<file path="src/rtl/usbh_fc_pkg.sv">
package usbh_fc_pkg;
  localparam int CMD_W = 5;
  localparam int ST_W  = 6;
  localparam int IEN_W = 4;
  localparam int CAUSE_W = 2;

  typedef enum logic [2:0] {
    RA_CMD  = 3'd0,
    RA_STS  = 3'd1,
    RA_IEN  = 3'd2,
    RA_FNUM = 3'd3,
    RA_BASE = 3'd4
  } reg_addr_e;

  localparam int CMD_RUN   = 0;
  localparam int CMD_HCRST = 1;
  localparam int CMD_GRST  = 2;
  localparam int CMD_SUSP  = 3;
  localparam int CMD_FGR   = 4;

  localparam int ST_INT  = 0;
  localparam int ST_ERR  = 1;
  localparam int ST_RD   = 2;
  localparam int ST_HSE  = 3;
  localparam int ST_PERR = 4;
  localparam int ST_HALT = 5;

  localparam int IE_ERR   = 0;
  localparam int IE_RD    = 1;
  localparam int IE_DONE  = 2;
  localparam int IE_SHORT = 3;
endpackage

</file>
<file path="src/rtl/usbh_frame_timer.sv">
module usbh_frame_timer #(
  parameter int FRAME_CYCLES = 250000
) (
  input  logic clk,
  input  logic rst,
  input  logic start,
  input  logic stop,
  output logic tick
);
  localparam int CW = (FRAME_CYCLES > 2) ? $clog2(FRAME_CYCLES) : 1;
  localparam logic [CW-1:0] LAST = CW'(FRAME_CYCLES - 1);

  logic          ticking;
  logic [CW-1:0] cnt;

  always_ff @(posedge clk) begin
    if (rst || stop) begin
      ticking <= 1'b0;
      cnt     <= '0;
    end else if (start) begin
      ticking <= 1'b1;
      cnt     <= LAST;
    end else if (ticking) begin
      cnt <= (cnt == LAST) ? '0 : cnt + 1'b1;
    end
  end

  assign tick = ticking && (cnt == LAST);

  // a stop request at a boundary ends the tick stream
  assert_tick_stops_R3: assert property (@(posedge clk) disable iff (rst)
    (tick && stop) |=> !ticking);
endmodule

</file>
<file path="src/rtl/usbh_irq_gen.sv">
module usbh_irq_gen import usbh_fc_pkg::*; (
  input  logic               clk,
  input  logic               rst,
  input  logic               clr,
  input  logic               evt_done,
  input  logic               evt_short,
  input  logic               boundary,
  input  logic               ack,
  input  logic [IEN_W-1:0]   ien,
  input  logic               st_err,
  input  logic               st_rd,
  input  logic               st_hse,
  input  logic               st_perr,
  output logic               post,
  output logic               irq
);
  logic [CAUSE_W-1:0] pend;
  logic [CAUSE_W-1:0] cause;
  logic [CAUSE_W-1:0] evts;

  assign evts = {evt_short, evt_done};
  assign post = boundary && (pend != '0);

  always_ff @(posedge clk) begin
    if (rst || clr) begin
      pend  <= '0;
      cause <= '0;
    end else begin
      pend  <= boundary ? evts : (pend | evts);
      cause <= (ack ? '0 : cause) | (boundary ? pend : '0);
    end
  end

  always_ff @(posedge clk) begin
    if (rst) irq <= 1'b0;
    else irq <= (cause[0] && ien[IE_DONE]) || (cause[1] && ien[IE_SHORT]) ||
                (st_err && ien[IE_ERR]) || (st_rd && ien[IE_RD]) ||
                st_hse || st_perr;
  end

  // acknowledge empties the cause register
  assert_ack_clears_R9: assert property (@(posedge clk) disable iff (rst)
    (ack && !boundary) |=> (cause == '0));
  // system-level errors always interrupt
  assert_hse_irq_R8: assert property (@(posedge clk) disable iff (rst)
    (st_hse || st_perr) |=> irq);
endmodule

</file>
<file path="src/rtl/usbh_frame_ctl.sv">
module usbh_frame_ctl import usbh_fc_pkg::*; #(
  parameter int FRAME_CYCLES = 250000,
  parameter int DW    = 32,
  parameter int FN_W  = 11,
  parameter int IDX_W = 10
) (
  input  logic          clk,
  input  logic          rst,
  input  logic          reg_wr,
  input  logic          reg_rd,
  input  logic [2:0]    reg_addr,
  input  logic [DW-1:0] reg_wdata,
  output logic [DW-1:0] reg_rdata,
  input  logic          evt_done,
  input  logic          evt_short,
  input  logic          evt_err,
  input  logic          evt_hse,
  input  logic          evt_perr,
  input  logic          evt_resume,
  output logic          irq,
  output logic          frame_start,
  output logic [DW-1:0] frame_addr,
  output logic          bus_reset
);
  localparam int BASE_LSB = IDX_W + 2;
  localparam int BASE_W   = DW - BASE_LSB;
  localparam logic [ST_W-1:0] ST_RESET = ST_W'(1) << ST_HALT;

  logic [CMD_W-1:0]  cmd;
  logic [ST_W-1:0]   sts, sts_nxt;
  logic [IEN_W-1:0]  ien;
  logic [FN_W-1:0]   fnum;
  logic [BASE_W-1:0] base;
  logic wr_cmd, wr_sts, wr_ien, wr_fnum, wr_base;
  logic hcr, run_rise, tick, adv, post, ack, resume_hit;
  logic wdata_unused;

  assign wdata_unused = ^reg_wdata;
  assign wr_cmd  = reg_wr && (reg_addr == RA_CMD);
  assign wr_sts  = reg_wr && (reg_addr == RA_STS);
  assign wr_ien  = reg_wr && (reg_addr == RA_IEN);
  assign wr_fnum = reg_wr && (reg_addr == RA_FNUM);
  assign wr_base = reg_wr && (reg_addr == RA_BASE);

  assign hcr        = cmd[CMD_HCRST];
  assign run_rise   = wr_cmd && reg_wdata[CMD_RUN] && !cmd[CMD_RUN];
  assign adv        = tick && cmd[CMD_RUN];
  assign ack        = wr_sts && reg_wdata[ST_INT];
  assign resume_hit = evt_resume && cmd[CMD_SUSP];

  usbh_frame_timer #(.FRAME_CYCLES(FRAME_CYCLES)) u_timer (
    .clk   (clk),
    .rst   (rst),
    .start (run_rise && !hcr),
    .stop  (hcr || (tick && !cmd[CMD_RUN])),
    .tick  (tick)
  );

  usbh_irq_gen u_irq (
    .clk       (clk),
    .rst       (rst),
    .clr       (hcr),
    .evt_done  (evt_done),
    .evt_short (evt_short),
    .boundary  (adv),
    .ack       (ack),
    .ien       (ien),
    .st_err    (sts[ST_ERR]),
    .st_rd     (sts[ST_RD]),
    .st_hse    (sts[ST_HSE]),
    .st_perr   (sts[ST_PERR]),
    .post      (post),
    .irq       (irq)
  );

  // command register: host reset takes effect the clock after it is written
  always_ff @(posedge clk) begin
    if (rst || hcr) cmd <= '0;
    else begin
      if (wr_cmd) cmd <= reg_wdata[CMD_W-1:0];
      if (resume_hit) cmd[CMD_FGR] <= 1'b1;
    end
  end

  always_comb begin
    sts_nxt = sts;
    if (wr_sts) sts_nxt[ST_PERR:0] = sts[ST_PERR:0] & ~reg_wdata[ST_PERR:0];
    if (post)       sts_nxt[ST_INT]  = 1'b1;
    if (evt_err)    sts_nxt[ST_ERR]  = 1'b1;
    if (resume_hit) sts_nxt[ST_RD]   = 1'b1;
    if (evt_hse)    sts_nxt[ST_HSE]  = 1'b1;
    if (evt_perr)   sts_nxt[ST_PERR] = 1'b1;
    if (wr_cmd)     sts_nxt[ST_HALT] = !reg_wdata[CMD_RUN];
    if (tick && !cmd[CMD_RUN]) sts_nxt[ST_HALT] = 1'b1;
  end

  always_ff @(posedge clk) begin
    if (rst || hcr) begin
      sts  <= ST_RESET;
      ien  <= '0;
      fnum <= '0;
    end else begin
      sts <= sts_nxt;
      if (wr_ien) ien <= reg_wdata[IEN_W-1:0];
      if (adv) fnum <= fnum + 1'b1;
      else if (wr_fnum && sts[ST_HALT]) fnum <= reg_wdata[FN_W-1:0];
    end
  end

  always_ff @(posedge clk) begin
    if (rst) begin
      base        <= '0;
      frame_start <= 1'b0;
    end else begin
      if (wr_base) base <= reg_wdata[DW-1:BASE_LSB];
      frame_start <= adv;
    end
  end

  always_ff @(posedge clk) begin
    if (rst) reg_rdata <= '0;
    else if (reg_rd) begin
      case (reg_addr)
        RA_CMD:  reg_rdata <= DW'(cmd);
        RA_STS:  reg_rdata <= DW'(sts);
        RA_IEN:  reg_rdata <= DW'(ien);
        RA_FNUM: reg_rdata <= DW'(fnum);
        RA_BASE: reg_rdata <= {base, {BASE_LSB{1'b0}}};
        default: reg_rdata <= '0;
      endcase
    end
  end

  assign frame_addr = {base, fnum[IDX_W-1:0], 2'b00};
  assign bus_reset  = cmd[CMD_GRST];

  // stopping sets halted on the next clock
  assert_halt_on_stop_R3: assert property (@(posedge clk) disable iff (rst)
    (wr_cmd && !reg_wdata[CMD_RUN] && !hcr) |=> sts[ST_HALT]);
  // every running boundary steps the frame number by one
  assert_fnum_step_R2: assert property (@(posedge clk) disable iff (rst)
    (adv && !hcr) |=> (fnum == FN_W'($past(fnum) + 1'b1)));
  // frame number cannot be written while running
  assert_fnum_locked_R4: assert property (@(posedge clk) disable iff (rst)
    (!sts[ST_HALT] && !adv && !hcr) |=> $stable(fnum));
  // resume under suspend enable
  assert_resume_R10: assert property (@(posedge clk) disable iff (rst)
    (resume_hit && !hcr) |=> (cmd[CMD_FGR] && sts[ST_RD]));
  // host reset clears registers and itself
  assert_hcr_clear_R11: assert property (@(posedge clk) disable iff (rst)
    hcr |=> ((cmd == '0) && (fnum == '0) && (ien == '0) && (sts == ST_RESET)));
endmodule

</file>
<file path="config.mk">
export PLATFORM = sky130hd
export DESIGN_NAME = usbh_frame_ctl
export DESIGN_NICKNAME = d
export VERILOG_FILES = /design/src/rtl/usbh_fc_pkg.sv /design/src/rtl/usbh_frame_timer.sv /design/src/rtl/usbh_irq_gen.sv /design/src/rtl/usbh_frame_ctl.sv
export SDC_FILE = /design/constraint.sdc
export NUM_CORES = 1
export LEC_CHECK = 0
export BUFFER_PORTS_ARGS = -buffer_cell sky130_fd_sc_hd__buf_2
export CAP_MARGIN = 20
export CORE_ASPECT_RATIO = 0.6
export CORE_UTILIZATION = 55
export CTS_BUF_LIST = sky130_fd_sc_hd__clkbuf_4 sky130_fd_sc_hd__clkbuf_8
export CTS_CLUSTER_DIAMETER = 50
export DETAILED_ROUTE_END_ITERATION = 16
export PLACE_DENSITY = 0.8
export SETUP_SLACK_MARGIN = 0.3
export SLEW_MARGIN = 20
export SYNTH_ARGS = -nofsm -noshare
export SYNTH_HDL_FRONTEND = slang
export SYNTH_SLANG_ARGS = --single-unit
</file>
<file path="constraint.sdc">
create_clock -name clk -period 2.5 [get_ports clk]
set_clock_uncertainty 0.15 [all_clocks]
set_input_delay 0.625 -clock clk [delete_from_list [all_inputs] [get_ports clk]]
set_output_delay 0.625 -clock clk [all_outputs]
set_load 0.02 [all_outputs]
</file>
# Word level (Yosys, flattened, before mapping)
# Cells that the tools add are included.
# word_totals
input_bits,45
out_inout_bits,67
wordCells,89
regBits,103
# op_classes
bitwise,4
n_eq_ne,5
reduce_logical,42
n_mux,17
n_addsub,2
# ops
operator,n
one-hot mux 32 bit (5 select lines),1
two-way mux 18 bit,3
two-way mux 11 bit,2
logical AND 1 bit,19
adder 18 x 1 -> 18 bit (second input constant),1
== test 18 bit (second input constant),1
nonzero test 2 bit,9
adder 11 x 1 -> 11 bit (second input constant),1
two-way mux 5 bit,2
logical OR 1 bit,8
== test 3 x 2 -> 1 bit (second input constant),2
two-way mux 1 bit,6
two-way mux 2 bit,3
bitwise AND 5 bit,1
inverter 5 bit,1
OR 2 bit,2
OR reduction 2 bit,2
== test 3 x 1 -> 1 bit (second input constant),1
== test 3 bit (second input constant),1
logical NOT 1 bit,3
logical NOT 3 bit,1

# Longest topological paths before layout
# depth
ltp_word,6
ltp_mapped,8
mapped_depth_nobuf,6

# Modules after synthesis
# From an unflattened synthesis, not the netlist that was laid out.
# hier_totals
cells_unflattened,539
hier_area_um2,4594.4
# modules_own_cells
mod,seq_area_each_um2,n_inst,area_each_um2,cells_each
usbh_frame_ctl,1561.5,1,3353.2,393
usbh_frame_timer,380.4,1,1026.0,124
usbh_irq_gen,100.1,1,215.2,22

# Worst setup path before layout
# OpenSTA, ideal clock, no wires.
# synth_timing
kind,input to register
from,in reg_addr[0]
to,reg fnum[7]
n_path_buf,1
path_stages,6
setup_ns,0.112
path_slack_ns,0.497
arrival_ns,1.741
cell_sequence,buf_4 -> and2b_1 -> nand4_2 -> a21oi_4 -> nor2_1 -> a2111oi_1
# synth_via
elab_chain_len,4
# synth_rtl
element,line,source
"start, declared",usbh_frame_ctl.sv:11,"input logic [2:0] reg_addr,"
== test 3 x 2 -> 1 bit,usbh_frame_ctl.sv:42,assign wr_fnum = reg_wr && (reg_addr == RA_FNUM);
logical AND 1 bit,usbh_frame_ctl.sv:42,
logical AND 1 bit,usbh_frame_ctl.sv:106,else if (wr_fnum && sts[ST_HALT]) fnum <= reg_wdata[FN_W-1:0];
nonzero test 2 bit (no line),-,
"end signal, assigned",usbh_frame_ctl.sv:105,if (adv) fnum <= fnum + 1'b1;
"end signal, assigned",usbh_frame_ctl.sv:106,
"end, declared",usbh_frame_ctl.sv:32,logic [FN_W-1:0] fnum;
# No other way between the ends.
# A chain may end at the register's enable or synchronous reset.

# Worst setup path in the final report
# layout_timing
from,reg u_timer.cnt[0]
to,reg fnum[9]
# layout_via
elab_chain_len,4
elab_cells_between_ends,5
classes_between,eq/ne (1); mux (1); reduce/logical (3)
# layout_rtl
element,line,source
"start, declared",usbh_frame_timer.sv:14,logic [CW-1:0] cnt;
"start signal, assigned",usbh_frame_timer.sv:24,cnt <= (cnt == LAST) ? '0 : cnt + 1'b1;
== test 18 bit *,usbh_frame_timer.sv:28,assign tick = ticking && (cnt == LAST);
logical AND 1 bit *,usbh_frame_timer.sv:28,
logical AND 1 bit *,usbh_frame_ctl.sv:47,assign adv = tick && cmd[CMD_RUN];
two-way mux 11 bit / nonzero test 2 bit (equally long branches),-,
# Mark *: on every way between the ends. The rest lies on a longest branch, timed or not.

==> results.txt <==
The logs give 0.41 ns for the slack of the worst reg-to-reg path and 8450 um for the placed wire-length estimate after detailed placement. Class of the tightest hold or removal check: primary input to register. Setup slack closes at 0.410 ns. Clock latency on the worst-skew pair, taken at its later pin, is 0.38 ns.

The critical path is of the register to register type. The max-slew violation count is 0. Biggest area consumer among synthesized cells: sky130_fd_sc_hd__dfxtp_1. Traced cell by cell, the critical path runs through ha_1, and3_4, and3_4, nand2_4, or3_1, o2111a_1.

The number of antenna diodes in the final layout is 0. After detailed routing, the number of vias per cell comes to 5.69. The proportion of layout cells with a drive suffix above 1 works out to 0.264. The synthesized cell area is 4530 um2. The async set or reset register ratio after synthesis is 0, and the largest fanout on the critical path is 10. STA puts the critical path data arrival time at 2.22 ns. The worst-case IR drop observed on VDD is 0.417 mV.

The run finished with clean final reports. The longest clock path from root to sink contains 2 buffers. The routed design could run at a clock period as short as 2.09 ns. The floorplan step defined a die boundary enclosing 8620 um2. Entering global routing, the biggest net connects 54 pins. Number of global-route vias before repair: 3,701. The tools report the floorplan core area as 7910 um2. Across the run, the number of max-cap violations was 0. Last weighted congestion value of the routability-driven placer: 0.919. The run gives 0 as the number of antenna violations at the first check in global routing.

In this run the power density over the cells is 559 nW/um2. For the detailed-route wire length, the log shows 11,800 um. The number of buffers inserted by port buffering was 107. The headroom to the max-slew limit came out at 0.621.

The final standard cell utilization of the core is 0.672. STA puts the critical path data required time at 2.63 ns. The fraction of post-synthesis cell area in the top cell type by area was 0.451; the post-synthesis sequential element count was 102. The most frequently used flop master after synthesis is sky130_fd_sc_hd__dfxtp_1. The height of the die works out to 72.3 um. TritonCTS built the clock tree.

The remaining global-route overflow was 0. Once detail routing completed, the nets flagged for antenna violations numbered 0. Static timing analysis puts the maximum clock frequency at 479 MHz. The number of hold buffers added after CTS was 0. The detailed router placed 4,191 vias in this run. The logs give 0.451 for the sequential-to-total area share from yosys stat and 398 for the detailed router's first-iteration violation count. The logs give 18,500 um for the first-pass GRT wire length and 0 ns for the aggregate negative setup slack. The logs give 720 for the number of placed instances with taps included and 0 for the post-detailed-route DRC marker count. After the last flow step, the layout net total stands at 670. The maximum cell stage delay along the critical path was 0.43 ns. The cell with the biggest individual delay on the critical path was sky130_fd_sc_hd__dfxtp_1. Once the clock tree was built, the setup fixing pass inserted 0 buffers.

The tools report the synthesis warning total as 0. For the pin with the worst max-slew slack, the measured transition is 0.568 ns. The finished layout holds 736 standard cells, fillers aside.

The tools report the kind of end point of the critical path as a register. Each instance of the synthesized netlist takes up on average 8.52 um2. In the layout the commonest cells are sky130_fd_sc_hd__buf_2 (107), sky130_fd_sc_hd__dfxtp_1 (99), sky130_fd_sc_hd__a21oi_1 (78). The maximum level of the CTS H-tree was 3.

The number of failing hold endpoints at the final stage came out at 0. The run gives 102 as the count of clock tree sinks. The floorplan has 25 rows.

Counting flops with a built-in enable in the synthesized netlist gives 0. The post-detailed-route wirelength per cell is 16.0 um. Sorting the synthesized cells by area gives the leading types as sky130_fd_sc_hd__dfxtp_1 (45%), sky130_fd_sc_hd__a21oi_1 (8.6%), sky130_fd_sc_hd__nand2_1 (5.8%). In this run the static leakage power is 2.20 nW. The cell count after synthesis came out at 532.

From left edge to right edge, the die measures 119 um. The starting density of the core was 0.573; the number of clock buffers inserted by TritonCTS was 9. The post-placement setup slack is 0.181 ns. Number of detailed-route iterations in the first pass: 5. The number of different library cells used by synthesis comes to 63. For the all-layer global routing usage, the log shows 0.277.

From synthesis to final layout, the design area changed by 17.4%. The clock transition at the registers of the reported paths was 0.10 ns. Critical path's most frequent cell: sky130_fd_sc_hd__and3_4.

The root buffer cell chosen for the clock tree is sky130_fd_sc_hd__clkbuf_8. Setup violations remaining at the end of the flow were counted as 0. The post-route clock period utilization was 0.836. Leaving out fill and tap cells, the most frequent cell in the layout is sky130_fd_sc_hd__buf_2. The startpoint type of the worst setup path was a register.

For the top-level port count, the log shows 112. Setup repair after global routing could not meet its margin everywhere. Hold is met by 0.311 ns.
==> sequential cells by signal, indices dropped and copies added (netlist names) <==
register,cells
base,20
cmd,5
fnum,11
frame_start,1
ien,4
reg_rdata,31
sts,6
u_irq.cause,2
u_irq.irq,1
u_irq.pend,2
u_timer.cnt,18
u_timer.ticking,1
==> routing by layer <==
| metal | vias to the layer above | share of wire | GRT usage | wire [um] |
|---|---|---|---|---|
| li1 | 2027 | - | - | - |
| met1 | 1951 | 0.47 | 0.400 | 5480 |
| met2 | 198 | 0.42 | 0.397 | 4920 |
| met3 | 15 | 0.11 | 0.0818 | 1270 |
| met4 | 0 | 0.0089 | 0.0872 | 105 |
| met5 | - | 0 | 0 | 0 |
==> critical path, delay by kind of cell, from the launching register on <==
| kind | cells | cell delay (ns) |
|---|---|---|
| DFF | 1 | 0.43 |
| adders and majority gates | 1 | 0.20 |
| and+or+nand+nor | 4 | 1.08 |
| AOI/OAI and AO/OA | 1 | 0.13 |
==> power breakdown <==
group          total, mW  internal, mW  leakage, nW  switching (mW)
Sequential          1.68          1.65        0.827          0.0297
Clock               1.07         0.475        0.102           0.595
Combinational      0.219        0.0819         1.27           0.137
Total               2.97          2.21         2.20           0.761
==> synthesized netlist by cell type, drive strengths merged (2+ instances only) <==
cell type / number
nor4b: 2
and4: 3
or3: 4
o21ai: 10
nand2: 72
nor3b: 3
nand3: 12
nor3: 14
a32oi: 3
and3: 16
a2111oi: 3
a21oi: 80
nand2b: 3
a211o: 2
inv: 6
xor2: 8
nand4: 9
buf: 18
xnor2: 2
nor2: 63
mux2i: 4
a22oi: 3
dfxtp: 102
o31ai: 3
nor2b: 31
mux2: 2
clkbuf: 22
nand3b: 2
mux4: 4
ha: 2
a31oi: 5
a211oi: 3
==> area by class of cell <==
class                           count  area (um2)
Inverter                            6        22.5
Clock buffer                        9         124
Tap cell                          108         135
Multi-Input combinational cell    386        2290
Sequential cell                   102        2050
Fill cell                         637        2590
Clock inverter                      7        80.1
Timing Repair Buffer              118         618
==> cell families after synthesis <==
kind of cell / synth area share
and+or+nand+nor: 0.274
muxes: 0.0337
AOI/OAI and AO/OA: 0.164
adders and majority gates: 0.00552
buffers and inverters: 0.0525
other: 0.000827
DFF: 0.451
xor gates and xnor gates: 0.0193
==> metrics by stage <==
step                cell area (um2)  total power, mW
floorplan                      4540             1.85
global placement               5080             1.92
detailed placement             5080             1.93
CTS                            5290             2.99
global route                   5320             3.09
finish                         5320             2.97
==> repair_timing <==
action	4_1_cts	5_1_grt
gates resized for setup	2	9
endpoints found under the setup margin	12	28
pin swaps	0	2
==> worst paths after layout <==
path / from / to / depth (start not counted)
hold reg to reg: sts[0]$_SDFFE_PP0P_ / sts[0]$_SDFFE_PP0P_ / 2
setup / recovery: u_timer.cnt[0]$_SDFFE_PP0P_ / fnum[9]$_SDFFE_PP0P_ / 6
setup reg to reg: u_timer.cnt[0]$_SDFFE_PP0P_ / fnum[9]$_SDFFE_PP0P_ / 6
hold / removal: evt_err / sts[1]$_SDFFE_PP0P_ / 3
Note: power is estimated with default switching activity, not from simulation.
